<file path="config.mk">
export PLATFORM = sky130hd
export DESIGN_NAME = eth_rx_guard
export DESIGN_NICKNAME = d
export VERILOG_FILES = /design/src/rtl/eth_rx_guard_pkg.sv /design/src/rtl/rxg_delay_line.sv /design/src/rtl/rxg_type_detect.sv /design/src/rtl/eth_rx_guard.sv
export SDC_FILE = /design/constraint.sdc
export NUM_CORES = 1
export LEC_CHECK = 0
export BUFFER_PORTS_ARGS = -buffer_cell sky130_fd_sc_hd__clkbuf_2
export CORE_ASPECT_RATIO = 0.9
export CORE_UTILIZATION = 30
export CTS_CLUSTER_SIZE = 24
export DETAILED_ROUTE_END_ITERATION = 16
export PLACE_DENSITY = 0.57
export SYNTH_ARGS = -nofsm -noshare
export SYNTH_HDL_FRONTEND = slang
export SYNTH_SLANG_ARGS = --single-unit
export TNS_END_PERCENT = 50
</file>
<file path="constraint.sdc">
create_clock -name clk -period 4.92 [get_ports clk]
set_input_delay 0.492 -clock clk [delete_from_list [all_inputs] [get_ports clk]]
set_output_delay 0.492 -clock clk [all_outputs]
set_load 0.02 [all_outputs]
</file>
<file path="src/rtl/eth_rx_guard_pkg.sv">
package eth_rx_guard_pkg;
  typedef enum logic [1:0] {
    GS_IDLE  = 2'd0,
    GS_RECV  = 2'd1,
    GS_DRAIN = 2'd2,
    GS_SKIP  = 2'd3
  } guard_state_e;

  localparam int STW        = 4;
  localparam int SB_TIMEOUT = 0;
  localparam int SB_RUNT    = 1;
  localparam int SB_TYPE    = 2;
  localparam int SB_STRIP   = 3;

  localparam int          TYPE_HI_POS = 12;
  localparam int          TYPE_LO_POS = 13;
  localparam logic [15:0] TYPE_FLOOR  = 16'h0600;
endpackage

</file>
<file path="src/rtl/rxg_delay_line.sv">
module rxg_delay_line #(
  parameter int W = 8,
  parameter int D = 4,
  localparam int AW = $clog2(D),
  localparam int LW = $clog2(D + 1)
) (
  input  logic          clk,
  input  logic          rst_n,
  input  logic          push,
  input  logic          pop,
  input  logic          clear,
  input  logic [W-1:0]  din,
  output logic [W-1:0]  dout,
  output logic          full,
  output logic [LW-1:0] level
);
  logic [W-1:0]  stage_q [D];
  logic [LW-1:0] level_q, level_d;
  logic [LW-1:0] oldest;

  assign full   = (level_q == LW'(D));
  assign level  = level_q;
  assign oldest = level_q - LW'(1);
  assign dout   = stage_q[oldest[AW-1:0]];

  always_comb begin
    level_d = level_q;
    if (clear)
      level_d = '0;
    else if (push && !full)
      level_d = level_q + LW'(1);
    else if (pop)
      level_d = level_q - LW'(1);
  end

  always_ff @(posedge clk or negedge rst_n) begin
    if (!rst_n)
      level_q <= '0;
    else
      level_q <= level_d;
  end

  always_ff @(posedge clk) begin
    if (push) begin
      stage_q[0] <= din;
      for (int i = 1; i < D; i++)
        stage_q[i] <= stage_q[i-1];
    end
  end

  // the control only drains a non-empty line and never mixes fill and drain
  a_r1_no_underflow: assert property (@(posedge clk) disable iff (!rst_n)
    pop |-> (level_q != '0) && !push);
  a_r1_level_bounded: assert property (@(posedge clk) disable iff (!rst_n)
    level_q <= LW'(D));
endmodule

</file>
<file path="src/rtl/rxg_type_detect.sv">
module rxg_type_detect
  import eth_rx_guard_pkg::*;
#(
  parameter int CW = 15
) (
  input  logic          clk,
  input  logic          rst_n,
  input  logic          take,
  input  logic [CW-1:0] idx,
  input  logic [7:0]    din,
  output logic          is_type
);
  logic [7:0] hi_q, hi_d;
  logic       flag_q, flag_d;
  logic       at_lo;
  logic       cmp_now;

  assign at_lo   = (idx == CW'(TYPE_LO_POS));
  assign cmp_now = ({hi_q, din} >= TYPE_FLOOR);
  assign is_type = at_lo ? cmp_now : ((idx > CW'(TYPE_LO_POS)) && flag_q);

  always_comb begin
    hi_d   = hi_q;
    flag_d = flag_q;
    if (take && idx == CW'(TYPE_HI_POS))
      hi_d = din;
    if (take && at_lo)
      flag_d = cmp_now;
  end

  always_ff @(posedge clk or negedge rst_n) begin
    if (!rst_n) begin
      hi_q   <= '0;
      flag_q <= 1'b0;
    end else begin
      hi_q   <= hi_d;
      flag_q <= flag_d;
    end
  end

  // the type flag can only be raised once the low field byte has been seen
  a_r7_flag_after_field: assert property (@(posedge clk) disable iff (!rst_n)
    (take && idx < CW'(TYPE_LO_POS)) |-> !is_type);
endmodule

</file>
<file path="src/rtl/eth_rx_guard.sv">
module eth_rx_guard
  import eth_rx_guard_pkg::*;
#(
  parameter int SHORT_LIMIT = 2048,
  parameter int LONG_LIMIT  = 16384,
  parameter int CRC_BYTES   = 4,
  localparam int CW = $clog2(LONG_LIMIT + 2),
  localparam int LW = $clog2(CRC_BYTES + 1)
) (
  input  logic           clk,
  input  logic           rst_n,
  input  logic           in_valid,
  input  logic [7:0]     in_data,
  input  logic           in_sof,
  input  logic           in_eof,
  input  logic           cfg_half_duplex,
  input  logic           cfg_drop_own,
  input  logic           cfg_wdog_off,
  input  logic           cfg_strip_type,
  input  logic           tx_active,
  output logic           out_valid,
  output logic [7:0]     out_data,
  output logic           out_last,
  output logic [STW-1:0] out_status
);
  guard_state_e   state_q, state_d;
  logic [CW-1:0]  cnt_q, cnt_d;
  logic           done_q, done_d;
  logic [STW-1:0] st_q, st_d;

  logic           ov_q, ov_d;
  logic [7:0]     od_q, od_d;
  logic           ol_q, ol_d;
  logic [STW-1:0] os_q, os_d;

  logic           dl_push, dl_pop, dl_clear, dl_full;
  logic [7:0]     dl_dout;
  logic [LW-1:0]  dl_level;

  logic [CW-1:0]  limit;
  logic           start, own_drop, take, over;
  logic [CW-1:0]  idx, nbytes;
  logic           type_now, strip_now, end_seen;

  assign limit     = cfg_wdog_off ? CW'(LONG_LIMIT) : CW'(SHORT_LIMIT);
  assign start     = in_valid && in_sof && (state_q == GS_IDLE);
  assign own_drop  = cfg_half_duplex && cfg_drop_own && tx_active;
  assign take      = (start && !own_drop) || (in_valid && state_q == GS_RECV);
  assign idx       = (state_q == GS_IDLE) ? '0 : cnt_q;
  assign nbytes    = idx + CW'(1);
  assign over      = take && (nbytes > limit);
  assign strip_now = cfg_strip_type && type_now;
  assign end_seen  = in_valid && in_eof;

  rxg_delay_line #(.W(8), .D(CRC_BYTES)) u_line (
    .clk   (clk),
    .rst_n (rst_n),
    .push  (dl_push),
    .pop   (dl_pop),
    .clear (dl_clear),
    .din   (in_data),
    .dout  (dl_dout),
    .full  (dl_full),
    .level (dl_level)
  );

  rxg_type_detect #(.CW(CW)) u_type (
    .clk     (clk),
    .rst_n   (rst_n),
    .take    (take),
    .idx     (idx),
    .din     (in_data),
    .is_type (type_now)
  );

  always_comb begin
    state_d  = state_q;
    cnt_d    = cnt_q;
    done_d   = done_q;
    st_d     = st_q;
    dl_push  = 1'b0;
    dl_pop   = 1'b0;
    dl_clear = 1'b0;
    ov_d     = 1'b0;
    od_d     = dl_dout;
    ol_d     = 1'b0;
    os_d     = '0;

    unique case (state_q)
      GS_IDLE: begin
        if (start && own_drop && !in_eof)
          state_d = GS_SKIP;
      end
      GS_DRAIN: begin
        dl_pop = 1'b0;
        if (dl_level != '0) begin
          dl_pop = 1'b1;
          ov_d   = 1'b1;
        end
        if (end_seen)
          done_d = 1'b1;
        if (dl_level == LW'(1)) begin
          ol_d    = 1'b1;
          os_d    = st_q;
          state_d = (done_q || end_seen) ? GS_IDLE : GS_SKIP;
        end
      end
      GS_SKIP: begin
        if (end_seen)
          state_d = GS_IDLE;
      end
      default: ;
    endcase

    if (take) begin
      cnt_d   = nbytes;
      state_d = GS_RECV;
      if (over) begin
        st_d              = '0;
        st_d[SB_TIMEOUT]  = 1'b1;
        st_d[SB_TYPE]     = type_now;
        done_d            = in_eof;
        state_d           = GS_DRAIN;
      end else begin
        dl_push = 1'b1;
        ov_d    = dl_full;
        if (in_eof) begin
          if (strip_now) begin
            ol_d           = 1'b1;
            os_d[SB_TYPE]  = 1'b1;
            os_d[SB_STRIP] = 1'b1;
            dl_clear       = 1'b1;
            state_d        = GS_IDLE;
          end else begin
            st_d          = '0;
            st_d[SB_TYPE] = type_now;
            st_d[SB_RUNT] = (nbytes < CW'(CRC_BYTES));
            done_d        = 1'b1;
            state_d       = GS_DRAIN;
          end
        end
      end
    end
  end

  always_ff @(posedge clk or negedge rst_n) begin
    if (!rst_n) begin
      state_q <= GS_IDLE;
      cnt_q   <= '0;
      done_q  <= 1'b0;
      st_q    <= '0;
      ov_q    <= 1'b0;
      ol_q    <= 1'b0;
      os_q    <= '0;
    end else begin
      state_q <= state_d;
      cnt_q   <= cnt_d;
      done_q  <= done_d;
      st_q    <= st_d;
      ov_q    <= ov_d;
      ol_q    <= ol_d;
      os_q    <= os_d;
    end
  end

  always_ff @(posedge clk) begin
    if (ov_d)
      od_q <= od_d;
  end

  assign out_valid  = ov_q;
  assign out_data   = od_q;
  assign out_last   = ol_q;
  assign out_status = os_q;

  // Output-side byte position, used by the checks below
  logic [CW-1:0] ocnt_q;
  always_ff @(posedge clk or negedge rst_n) begin
    if (!rst_n)
      ocnt_q <= '0;
    else if (ov_q)
      ocnt_q <= ol_q ? '0 : ocnt_q + CW'(1);
  end

  // status only accompanies the last byte
  a_r11_status_on_last: assert property (@(posedge clk) disable iff (!rst_n)
    (os_q != '0) |-> (ov_q && ol_q));
  // a last marker never appears without a byte
  a_r1_last_has_byte: assert property (@(posedge clk) disable iff (!rst_n)
    ol_q |-> ov_q);
  // a frame being skipped produces nothing after the first skip cycle
  a_r2_skip_quiet: assert property (@(posedge clk) disable iff (!rst_n)
    (state_q == GS_SKIP && $past(state_q) == GS_SKIP) |-> !ov_q);
  // a cut frame closes exactly at the active limit
  a_r5_cut_at_limit: assert property (@(posedge clk) disable iff (!rst_n)
    (ov_q && ol_q && os_q[SB_TIMEOUT]) |-> (ocnt_q == limit - CW'(1)));
  // no delivered frame grows past the long limit
  a_r6_long_ceiling: assert property (@(posedge clk) disable iff (!rst_n)
    ov_q |-> (ocnt_q < CW'(LONG_LIMIT)));
  // only uncut type frames are stripped
  a_r8_strip_type_only: assert property (@(posedge clk) disable iff (!rst_n)
    (ol_q && os_q[SB_STRIP]) |-> (os_q[SB_TYPE] && !os_q[SB_TIMEOUT]));
  // runt frames are short and never cut
  a_r10_runt_short: assert property (@(posedge clk) disable iff (!rst_n)
    (ol_q && os_q[SB_RUNT]) |-> (ocnt_q < CW'(CRC_BYTES - 1) && !os_q[SB_TIMEOUT]));
endmodule

</file>
# Yosys cells after proc, flatten, opt, wreduce, memory -nomap -nowiden

Memory sizes are Yosys's and may differ from the RTL's. A register that Yosys moved wholly into a read port is not among the register bits.
Cells that the tools add are included.

Input bits: 18
Memories kept: 1
Flip-flop bits (word level): 40
Word-level logic and storage cells: 104
Output and inout bits: 14
Memory bits (writable): 32

Memory list:

| memory         | words | bits a word | read ports | clocked after memory_dff | write ports | line                 | text |
|---|---|---|---|---|---|---|---|
| u_line.stage_q | 4     | 8           | 4          | 1                        | 4           | rxg_delay_line.sv:17 | `logic [W-1:0] stage_q [D];` |

Equal/unequal tests: 11
Magnitude comparators: 4
Reduce and logical (&&, ||, !) cells: 27
Add/sub/neg operators: 3
Muxes and demuxes: 48

Operators with widths:

| kind                  | count |
|---|---|
| $eq 15x4->1 const B   | 2 |
| $mux 15               | 2 |
| $mux 1                | 25 |
| $mux 2                | 12 |
| $mux 4                | 5 |
| $ge 16x11->1 const B  | 1 |
| $add 15x1->15 const B | 1 |
| $gt 15x15->1          | 1 |
| $gt 15x4->1 const B   | 1 |
| $logic_and 1x1->1     | 15 |
| $lt 15x3->1 const B   | 1 |
| $mux 3                | 3 |
| $ne 3x3->1 const B    | 2 |
| $pmux 2 s3            | 1 |
| $reduce_bool 3->1     | 2 |
| $eq 2x2->1 const B    | 2 |
| $reduce_and 4->1      | 1 |
| $reduce_bool 4->1     | 1 |
| $add 3x1->3 const B   | 1 |
| $eq 3x1->1 const B    | 1 |
| $eq 3x3->1 const B    | 1 |
| $logic_not 1->1       | 3 |
| $ne 3x2->1 const B    | 1 |
| $reduce_and 3->1      | 1 |
| other kinds (6)       | 7 |

# Longest topological paths before layout

Gate-level depths: netlist of the first run.

Depth in word-level cells: 11
Gate-level depth with buffers: 20
Gate-level depth less buffers: 17

# By module

Synthesis of the first run repeated with hierarchy kept, for this count alone.

Cells, all modules: 323
Area, all modules: 3875.0 um^2

Modules (own cells, without submodules):

| module          | area each (um^2) | cells each | instances | seq. area each (um^2) |
|---|---|---|---|---|
| eth_rx_guard    | 2060.7           | 223        | 1         | 915.9 |
| rxg_delay_line  | 1382.6           | 67         | 1         | 1036.0 |
| rxg_type_detect | 431.7            | 33         | 1         | 200.2 |

# Least setup slack after synthesis of the first run

OpenSTA, ideal clock, no wires.

Kind: reg-to-reg
From: register state_q[1]
To: register od_q[0], in the netlist out_data[0], read port of u_line.stage_q, enable pin
Stages on the path, launching flop included: 21
Clock period less this slack: 4260 ps
Required time: 4543 ps
Data arrival time: 3883 ps
Path buffers: 3
Setup slack: 660 ps
Cell sequence: dfrtp_1 buf_2 or2_0 clkbuf_1 buf_2 nand2_1 inv_1 ha_1 nand3_2 nor2_1 nand3_1 xor2_1 nor2_1 ha_1 nand2_1 nor3_1 o211a_1 a21oi_4 inv_2 a21oi_1 a21oi_1

Longest elaborated chain between the ends: 7
Elaborated cells between the ends (all ways): 14
Those cells by class: add/sub: 1; order compare: 1; eq/ne: 2; mux: 4; reduce/logical: 6

Ends and longest elaborated chain:

| what                   | line                | text |
|---|---|---|
| start, declared        | eth_rx_guard.sv:26  | `guard_state_e state_q, state_d;` |
| start signal, assigned | eth_rx_guard.sv:156 | `state_q <= state_d;` |
| $logic_not 2->1        | eth_rx_guard.sv:49  | `assign idx = (state_q == GS_IDLE) ? '0 : cnt_q;` |
| $mux 15                | eth_rx_guard.sv:49  |  |
| $add 15x1->15          | eth_rx_guard.sv:50  | `assign nbytes = idx + CW'(1);` |
| via nbytes[0]          | eth_rx_guard.sv:42  | `logic [CW-1:0] idx, nbytes;` |
| $gt 15x15->1           | eth_rx_guard.sv:51  | `assign over = take && (nbytes > limit);` |
| $logic_and 1x1->1      | eth_rx_guard.sv:51  |  |
| $mux 1                 | eth_rx_guard.sv:118 | `if (over) begin` |
| $mux 1                 | eth_rx_guard.sv:115 | `if (take) begin` |
| via ov_d               | eth_rx_guard.sv:31  | `logic ov_q, ov_d;` |
| end, declared          | eth_rx_guard.sv:32  | `logic [7:0] od_q, od_d;` |

The timed path passes the listed nets, and every way through them passes these cells.
A chain may end at the register's enable or synchronous reset.

# Final worst setup path of the first run

From: register state_q[0]
To: register od_q[3], in the netlist out_data[3], read port of u_line.stage_q, enable pin

The elaborated chain is that of the path after synthesis.

==> results of run 1 <==
## flip-flops by register name, indices dropped and copies added (netlist names), 2 cells and up
signal and count:
u_line.level 3, u_type.hi_q 7, u_line.stage_q 32, out_data 8, out_status 4, cnt_q 15, st_q 3, state_q 2
## final cells by class
type / instances / share of cell area
Multi-Input combinational cell: 222 / 0.3478
Tap cell: 160 / 0.04513
Clock inverter: 7 / 0.01834
Inverter: 11 / 0.009309
Sequential cell: 78 / 0.4852
Timing Repair Buffer: 36 / 0.04344
Clock buffer: 9 / 0.05078
## layout by cell type, fill, tap and decap left out, types with 2 or more instances in the layout
master     count
buf_4          5
a31oi_1        5
nand2_1       34
ha_1           8
nor4_1         4
o31ai_1        3
inv_6          2
and2_1         5
or4_1          4
or2_2          4
mux2i_1        4
and2_0         2
or2_1          2
xnor2_1        3
o211ai_1       2
nand4_1        3
o211a_1        2
inv_1         10
edfxtp_1      40
clkbuf_16      9
o21ai_0       27
a21oi_1       18
a21o_1         3
clkinv_4       2
nor3_1         8
xor2_1         2
mux4_2         8
and3_1         3
dfrtp_1       38
clkbuf_2      31
nor2_1        19
nand3_1       13
o21ai_1        2
mux2_2        10
## worst reg2reg max path: cells and delay by family, from the launching register on
family / cells / cell delay, ns
AND/OR/NAND/NOR: 8 / 1.26
flip-flops: 1 / 0.48
buffers and inverters: 3 / 0.56
adder cells (fa/ha/maj): 2 / 0.62
XOR/XNOR: 1 / 0.15
AO/OA/AOI/OAI: 4 / 0.61
## stage by stage
| stage | area [µm²] | hold slack (ns) | total power, µW | setup WS, ns |
|---|---|---|---|---|
| 3_5_place_dp | 4129 | 0.4302 | 1713 | 1.011 |
| 2_1_floorplan | 3791 | 0.1964 | 1496 | 0.6600 |
| 4_1_cts | 4436 | 0.3337 | 2399 | 0.9841 |
| 6_report | 4436 | 0.3073 | 2373 | 0.9551 |
| 3_3_place_gp | 4129 | 0.4227 | 1694 | 1.118 |
| 5_1_grt | 4436 | 0.3332 | 2512 | 0.5136 |
## path summary, 6_finish.rpt
check	start	to	slack [ns]	cells after the start
max reg2reg	state_q[0]$_DFFE_PN0P_	out_data[3]$_DFFE_PP_	0.96	18
max in group asynchronous	rst_n	state_q[1]$_DFFE_PN0P_	4.02	1
max	state_q[0]$_DFFE_PN0P_	out_data[3]$_DFFE_PP_	0.96	18
min	rst_n	cnt_q[11]$_DFFE_PN0P_	0.31	1
min in group clk	in_data[0]	u_line.stage_q[0][0]$_DFFE_PP_	0.34	1
min reg2reg	u_line.stage_q[0][0]$_DFFE_PP_	u_line.stage_q[1][0]$_DFFE_PP_	0.44	0
## power by group
group	total (µW)	internal (µW)	switching [µW]
clock	676	401	275
combinational	737	296	440
sequential	960	857	103
## cell families (layout without fill, tap and decap cells)
group                    after synthesis  after routing  share of synthesized area
buffers and inverters                 24             63                    0.02541
adder cells (fa/ha/maj)                8              8                    0.02640
AND/OR/NAND/NOR                      111            111                     0.1531
flip-flops                            78             78                     0.5677
AO/OA/AOI/OAI                         76             76                     0.1281
multiplexers                          22             22                    0.08779
XOR/XNOR                               5              5                    0.01155
## layer usage
layer  vias up  global-route usage  routed length, µm
li1       1270                   -                  -
met1      1281              0.1753               3709
met2        63              0.1942               3699
met3         6             0.02824                368
met4         0             0.04938                102
met5         -                   0                  0
==> results_dict.tcl, run 1 <==
set metrics [dict create \
    area.growth.synth_to_final_pct 17.00 \
    synth_top_area_share 0.3168 \
    cp_top_family "simple AND/OR/NAND/NOR gates" \
    wl_per_cell_um 15.07 \
    tightest_slew_ns 0.9557 \
    route.detailed.drc 0 \
    max_freq_mhz 252.2 \
    synthCells 324 \
    final_nets 384 \
    place_hpwl_mm 5.569 \
    synth_commonest_cells "edfxtp_1 (40), dfrtp_1 (38), nand2_1 (34)" \
    wl_mm 7.879 \
    drive_gt1_frac 0.2314 \
    ys_seq_area_frac 0.5677 \
    p_per_area_nw_per_um2 535.1 \
    cp-end-kind "register" \
    die_x_um 120.5 \
    grt_pass1_wl_mm 12.91 \
    clock_path_buffers 2 \
    track_usage 0.1268 \
    clkSlewWorstSetupHoldPaths_ns 0.06 \
    rsz0062_at_grt "no" \
    yosys.area.top_type "edfxtp_1" \
    dr.pass1.iters 4 \
    start_kind "register" \
    worstPathArrival_ns 4.00 \
    synth.avg_cell_area_um2 11.70 \
    hold_violations 0 \
    ios 32 \
    holdCritPathClass "input pin to async pin" \
    syn_nets 350 \
    final_max_slew_viol_count 0 \
    synth.most_common_cell "edfxtp_1" \
    synthArstFlopShare 0.4872 \
    multiInputGateArea_um2 1543 \
    synth_edf_count 40 \
    fin_util 0.3644 \
    cts_setup_buffers 0 \
    finalCritPeriodShare 0.8059 \
    grt-ovfl-total 0 \
    grt_max_degree 39 \
    gp_routability_congestion 0.8416 \
    path_class "register to register" \
    io_buffers 31 \
    core_area_um2 12170 \
    cts_made_buffers 9 \
    ys_warn_count 0 \
    viasPerCell 5.010 \
    cts_resized 0 \
    initial_core_util 0.3115 \
    cts_root_buf "clkbuf_16" \
    ys_ff_latch 78 \
    tns_ns 0 \
    critPathMaxFanout 15 \
    maxCapViolations 0 \
    vias 2620 \
    final_cells 523 \
    cts-hold-fix-buffers 0 \
    finClkSkew_ns 0.005994 \
    dr.first_iter.drc_count 248 \
    peakVddDrop_mv 0.1950 \
    cts_sinks 78 \
    cts_tree "built" \
    finalCriticalPeriod_ns 3.965 \
    yosysUniqueCellTypes 58 \
    yosys_most_used_dff "edfxtp_1" \
    postRouteAntennaNets 0 \
    synth.cell_area_um2 3791 \
    seqCellArea_um2 2152 \
    worst-path-buf-inv 3 \
    grt_pass1_vias 2593 \
    cp_cell_sequence "or2_0, nand2_1, inv_1, ha_1, nand3_2, nor2_1, nand3_1, xor2_1, nor2_1, ha_1, nand2_1, nor3_1, o211a_1, a21oi_4, inv_2, a21oi_1, a21oi_1, buf_4" \
    relSlewSlack 0.3629 \
    cp_data_required_time_ns 4.96 \
    setup-violations-final 0 \
    htree_num_levels 3 \
    die_h_um 108.6 \
    grt_antenna_before_repair 0 \
    die-area_um2 13090 \
    power_leakage_uw 0.001804 \
    antenna_cells 0 \
    fill_cells 1216 \
    cp_slowest_cell "dfrtp_1" \
    dp_cells 507 \
    ys_top_cells_by_area "edfxtp_1 (32%), dfrtp_1 (25%), mux4_2 (4.8%), o21ai_0 (3.6%), nand2_1 (3.4%)" \
    clk_latency_ns 0.33 \
    rows 38 \
    outcome "complete, no violations" \
    slowest_delay_ns 0.48 \
]
No activity file was read; power rests on OpenSTA's default activity.
==> run 2, diff against run 1 <==
- clock period: 4.92 -> 3.92 ns (I/O delays scaled with it)
==> results_dict.tcl, run 2 (synthesis results as in run 1) <==
set metrics [dict create \
    clkSlewWorstSetupHoldPaths_ns 0.06 \
    combPwrFrac 0.319 \
    intPower_uw 1882 \
    wl_mm 7.601 \
    gp_routability_congestion 0.8711 \
    cp_slowest_cell "dfrtp_2" \
    outcome "complete, no violations" \
    place_hpwl_mm 5.379 \
    largest-register "u_line.stage_q" \
    tns_ns 0 \
    initial_core_util 0.3115 \
    layout_commonest_cell "edfxtp_1" \
    viasPerCell 5.021 \
    finClkSkew_ns 0.007224 \
    relSlewSlack 0.3352 \
    die_x_um 120.5 \
    cp-end-kind "register" \
    drive_gt1_frac 0.2473 \
    io_buffers 31 \
    cts_made_buffers 9 \
    maxCapViolations 0 \
    clock_path_buffers 2 \
    route.detailed.drc 0 \
    path_class "register to register" \
    grt_pass1_vias 2578 \
    path_common_cell "ha_1" \
    setup-violations-final 0 \
    grt_max_degree 39 \
    reg2reg_depth 18 \
    htree_num_levels 3 \
    cp_cell_sequence "or2_0, nand2_1, inv_1, ha_1, nand3_2, nor2_2, nand3_1, xor2_1, nor2_1, ha_1, o21ai_0, a31oi_2, nor3_1, a21oi_4, inv_4, buf_6, mux2i_1, a31oi_1" \
    regToRegEndpoint "u_line.level[2]$_DFFE_PN0P_" \
    fin_util 0.3652 \
    wl_per_cell_um 14.51 \
    finalCritPeriodShare 0.8967 \
    final_nets 385 \
    largest_reg_flops 32 \
    worstPathArrival_ns 3.72 \
    dr.first_iter.drc_count 216 \
    p_per_area_nw_per_um2 651.0 \
    switching_power_uw 1012 \
    peakVddDrop_mv 0.2586 \
    finalCriticalPeriod_ns 3.515 \
    ios 32 \
    final_max_slew_viol_count 0 \
    r2r-start "state_q[1]$_DFFE_PN0P_" \
    grt_pass1_wl_mm 12.94 \
    grt_antenna_before_repair 0 \
    track_usage 0.1281 \
    r2r_slack_ns 0.41 \
    area.growth.synth_to_final_pct 17.26 \
    power_leakage_uw 0.001788 \
    grt-ovfl-total 0 \
    postRouteAntennaNets 0 \
    antenna_cells 0 \
    max_freq_mhz 284.5 \
    slowest_delay_ns 0.43 \
    swShare 0.3498 \
    cp_data_required_time_ns 4.12 \
    cts_tree "built" \
    critPathMaxFanout 35 \
    holdCritPathClass "input pin to async pin" \
    vias 2631 \
    rsz0062_at_grt "no" \
    die-area_um2 13090 \
    cts_sinks 78 \
    tightest_slew_ns 0.9972 \
    fill_cells 1192 \
    die_h_um 108.6 \
    dr.pass1.iters 4 \
    final_cell_mix "edfxtp_1 (40), dfrtp_1 (36), nand2_1 (34)" \
    start_kind "register" \
    seqPwrFrac 0.419 \
    clk_latency_ns 0.33 \
    cts-hold-fix-buffers 0 \
    hold_violations 0 \
    rows 38 \
    core_area_um2 12170 \
    cts_root_buf "clkbuf_16" \
    pwr-share-clk 0.262 \
]
## run 2: repair_timing
item | in CTS | in global routing
endpoints found under the setup margin | 0 | 44
gates resized for setup | 0 | 7
buffers inserted | 0 | 0
## run 2: layout make-up
cell class                 instances  area, µm²  area share
sequential                        78       2155      0.4847
timing repair buffer              37      203.9     0.04588
clock inverter                     7      50.05     0.01126
multi-input combinational        222       1568      0.3527
clock buffer                       9      225.2     0.05066
tap                              160      200.2     0.04503
inverter                          11      43.79    0.009851
## run 2: critical path: cells and delay by family (launching register included)
kind | cells | cell delay (ns)
simple gates | 7 | 1.23
buf+inv | 3 | 0.47
fa+ha+maj | 2 | 0.46
flops | 1 | 0.43
compound gates | 4 | 0.40
mux | 1 | 0.24
xor+xnor | 1 | 0.15
## run 2: stage by stage
stage / setup WS, ns / hold WS (ns) / total power, µW / cells / instance area [µm²]
final: 0.4051 / 0.2269 / 2894 / 524 / 4446
after global routing: 0.04711 / 0.2439 / 3090 / 524 / 4446
after CTS: 0.1329 / 0.2458 / 2913 / 524 / 4418
after detailed placement: 0.1725 / 0.4270 / 2140 / 508 / 4143
after global placement: 0.3465 / 0.4229 / 2133 / 508 / 4143
after floorplan: 0.02649 / 0.09641 / 1882 / 324 / 3797
## run 2: per-layer routing
metal | wire length [µm] | GRT usage | vias up
met3 | 439 | 0.03243 | 8
met4 | 125 | 0.05556 | 0
met1 | 3590 | 0.1752 | 1269
met2 | 3445 | 0.1929 | 75
met5 | 0 | 0 | -
li1 | - | - | 1279
## run 2: how the worst max path moves through the flow
| stage | cells after the start | start | slack (ns) | end |
|---|---|---|---|---|
| after floorplan | 20 | state_q[1]$_DFFE_PN0P_ | 0.03 | out_data[0]$_DFFE_PP_ |
| after global placement | 17 | state_q[1]$_DFFE_PN0P_ | 0.35 | out_data[0]$_DFFE_PP_ |
| after detailed placement | 17 | state_q[0]$_DFFE_PN0P_ | 0.17 | out_data[0]$_DFFE_PP_ |
| after CTS | 17 | state_q[1]$_DFFE_PN0P_ | 0.13 | out_data[4]$_DFFE_PP_ |
| after global routing | 18 | state_q[1]$_DFFE_PN0P_ | 0.05 | u_line.level[0]$_DFFE_PN0P_ |
| final | 18 | state_q[1]$_DFFE_PN0P_ | 0.41 | u_line.level[2]$_DFFE_PN0P_ |
## run 2: power by group through the flow
stage          Clock, µW  Combinational [µW]  Sequential (µW)
2_1_floorplan          0                 656             1230
3_3_place_gp           0                 909             1220
3_5_place_dp           0                 912             1230
4_1_cts              785                 915             1210
5_1_grt              818                1030             1240
6_report             759                 923             1210
==> run 3, diff against run 2 <==
- SYNTH_HIERARCHICAL: not set -> 1
==> results_dict.tcl, run 3 <==
set metrics [dict create \
    outcome "complete, no violations" \
    cp-end-kind "register" \
    p_per_area_nw_per_um2 702.7 \
    grt_pass1_wl_mm 13.36 \
    finalCritPeriodShare 0.9284 \
    ys_ff_latch 78 \
    pwr-share-clk 0.284 \
    swShare 0.3434 \
    die-area_um2 13380 \
    yosys.area.top_type "edfxtp_1" \
    synth_edf_count 40 \
    synthArstFlopShare 0.4872 \
    synth.avg_cell_area_um2 12.00 \
    peakVddDrop_mv 0.2661 \
    synthCells 323 \
    relSlewSlack 0.3152 \
    synth_commonest_cells "edfxtp_1 (40), dfrtp_1 (38), nand2_1 (21)" \
    grt_pass1_vias 2577 \
    grt_antenna_before_repair 0 \
    layout_commonest_cell "edfxtp_1" \
    max_freq_mhz 274.8 \
    power_uw 3246 \
    cp_data_required_time_ns 4.18 \
    dr.first_iter.drc_count 160 \
    final_max_slew_viol_count 0 \
    synth_top_area_share 0.3100 \
    yosys_most_used_dff "edfxtp_1" \
    rsz0062_at_grt "no" \
    synth.most_common_cell "edfxtp_1" \
    tightest_slew_ns 1.027 \
    grt-ovfl-total 0 \
    finalCriticalPeriod_ns 3.639 \
    clk_latency_ns 0.34 \
    drive_gt1_frac 0.2542 \
    worstPathArrival_ns 3.90 \
    antenna_cells 0 \
    holdCritPathClass "input pin to async pin" \
    largest-register "u_line/stage_q" \
    die_x_um 121.8 \
    path_class "register to register" \
    clock_path_buffers 2 \
    clkSlewWorstSetupHoldPaths_ns 0.06 \
    area.growth.synth_to_final_pct 19.21 \
    final_cell_mix "edfxtp_1 (40), dfrtp_1 (38), clkbuf_2 (31)" \
    die_h_um 109.8 \
    wl_per_cell_um 15.47 \
    seqCellArea_um2 2152 \
    synth.cell_area_um2 3875 \
    ios 32 \
    wl_mm 8.073 \
    syn_nets 347 \
    dr.pass1.iters 4 \
    cts-hold-fix-buffers 0 \
    htree_num_levels 3 \
    hold_violations 0 \
    start_kind "register" \
    power_leakage_uw 0.001836 \
    multiInputGateArea_um2 1682 \
    switching_power_uw 1115 \
    track_usage 0.1321 \
    intPower_uw 2131 \
    viasPerCell 5.107 \
    final_nets 377 \
    route.detailed.drc 0 \
    yosysUniqueCellTypes 62 \
    cts_made_buffers 9 \
    grt_max_degree 39 \
    cts_sinks 78 \
    finClkSkew_ns 0.007708 \
    fill_cells 1243 \
    initial_core_util 0.3066 \
    critPathMaxFanout 9 \
    ys_top_cells_by_area "edfxtp_1 (31%), dfrtp_1 (25%), mux4_2 (4.6%), and2_1 (2.6%), o21ai_0 (2.6%)" \
    cts_root_buf "clkbuf_16" \
    seqPwrFrac 0.391 \
    tns_ns 0 \
    place_hpwl_mm 5.577 \
    design_area_um2 4619 \
    rows 39 \
    ys_warn_count 6 \
    combPwrFrac 0.324 \
    setup-violations-final 0 \
    place_area_um2 4282 \
    largest_reg_flops 32 \
    maxCapViolations 0 \
    core_area_um2 12640 \
    postRouteAntennaNets 0 \
    cts_tree "built" \
    ys_seq_area_frac 0.5554 \
    cts_setup_buffers 0 \
    io_buffers 31 \
    vias 2666 \
    gp_routability_congestion 0.8292 \
]
==> run 3: cell count changes in the layout (fill, tap and decap cells not counted), sizes merged, moves of 4 or more <==
cell   before  now
nand4       3    7
nand3      15    8
o21ai      29   21
o31ai       3   11
or2         7    2
nand2      34   21
and2        7   17
or4         4    8
a21oi      19   11
==> run 3: worst max-delay path: stages (launching register included) <==
cell	delay, ns
dfrtp_1	0.48
or2_4	0.20
and2_1	0.25
ha_4	0.22
nand3_4	0.12
nor2_4	0.17
nand4_1	0.13
xor2_1	0.18
nor2_1	0.20
ha_1	0.32
nor2b_4	0.15
a311oi_2	0.25
a41oi_4	0.12
nor2_4	0.24
a21boi_4	0.26
nor3_1	0.06
nor3_1	0.18
==> run 3: power by group through the flow <==
| stage | Clock [µW] | Combinational, µW | Sequential (µW) |
|---|---|---|---|
| 4_1_cts | 948 | 1060 | 1270 |
| 3_3_place_gp | 0 | 1040 | 1280 |
| 5_1_grt | 979 | 1170 | 1300 |
| 6_report | 923 | 1050 | 1270 |
| 2_1_floorplan | 0 | 831 | 1270 |
| 3_5_place_dp | 0 | 1050 | 1290 |
==> run 3: area by class of cell <==
cell class                 count  area share
clock buffer                   9     0.04875
sequential                    78      0.4659
inverter                      11    0.008938
multi-input combinational    215      0.3640
tap                          164     0.04442
timing repair buffer          38     0.04577
clock inverter                 7     0.02221
==> run 3: worst paths after layout <==
check                                               start                              to  slack [ns]  cells after the start
max                                state_q[0]$_DFFE_PN0P_     u_line/level[0]$_DFFE_PN0P_        0.28                     16
min in group clk                               in_data[0]  u_line/stage_q[0][0]$_DFFE_PP_        0.23                      1
min reg2reg                u_line/stage_q[1][7]$_DFFE_PP_  u_line/stage_q[2][7]$_DFFE_PP_        0.44                      0
max reg2reg                        state_q[0]$_DFFE_PN0P_     u_line/level[0]$_DFFE_PN0P_        0.28                     16
min                                                 rst_n            cnt_q[5]$_DFFE_PN0P_        0.23                      1
max in group asynchronous                           rst_n         out_status[0]$_DFF_PN0_        3.07                      1
==> run 3: cells by family after synthesis <==
| kind of cell | share of synthesized area |
|---|---|
| muxes | 0.07588 |
| and+or+nand+nor | 0.1795 |
| xor gates and xnor gates | 0.009043 |
| buffers and inverters | 0.03132 |
| AOI/OAI and AO/OA | 0.1295 |
| DFF | 0.5554 |
| adders and majority gates | 0.01937 |
==> run 3: repair_timing <==
item	4_1_cts	5_1_grt
setup endpoints to repair	0	24
gates resized for setup	0	2
endpoints found under the hold margin	0	0
==> run 3: through the flow <==
step / worst slack, ns / utilization / instances / hold slack [ns]
final: 0.2805 / 0.3655 / 522 / 0.2252
after global routing: 0.001851 / 0.3655 / 522 / 0.2232
after CTS: 0.2156 / 0.3647 / 522 / 0.2198
after detailed placement: 0.2103 / 0.3388 / 506 / 0.4309
after global placement: 0.3895 / 0.3388 / 506 / 0.4245
after floorplan: -0.01038 / - / 323 / 0.09641
==> run 3: per-layer routing <==
metal	global-route usage	vias to the layer above	wire length [µm]
li1	-	1288	-
met1	0.1684	1316	3808
met2	0.2119	53	3815
met3	0.03527	9	340
met4	0.05467	0	107
met5	0	-	0
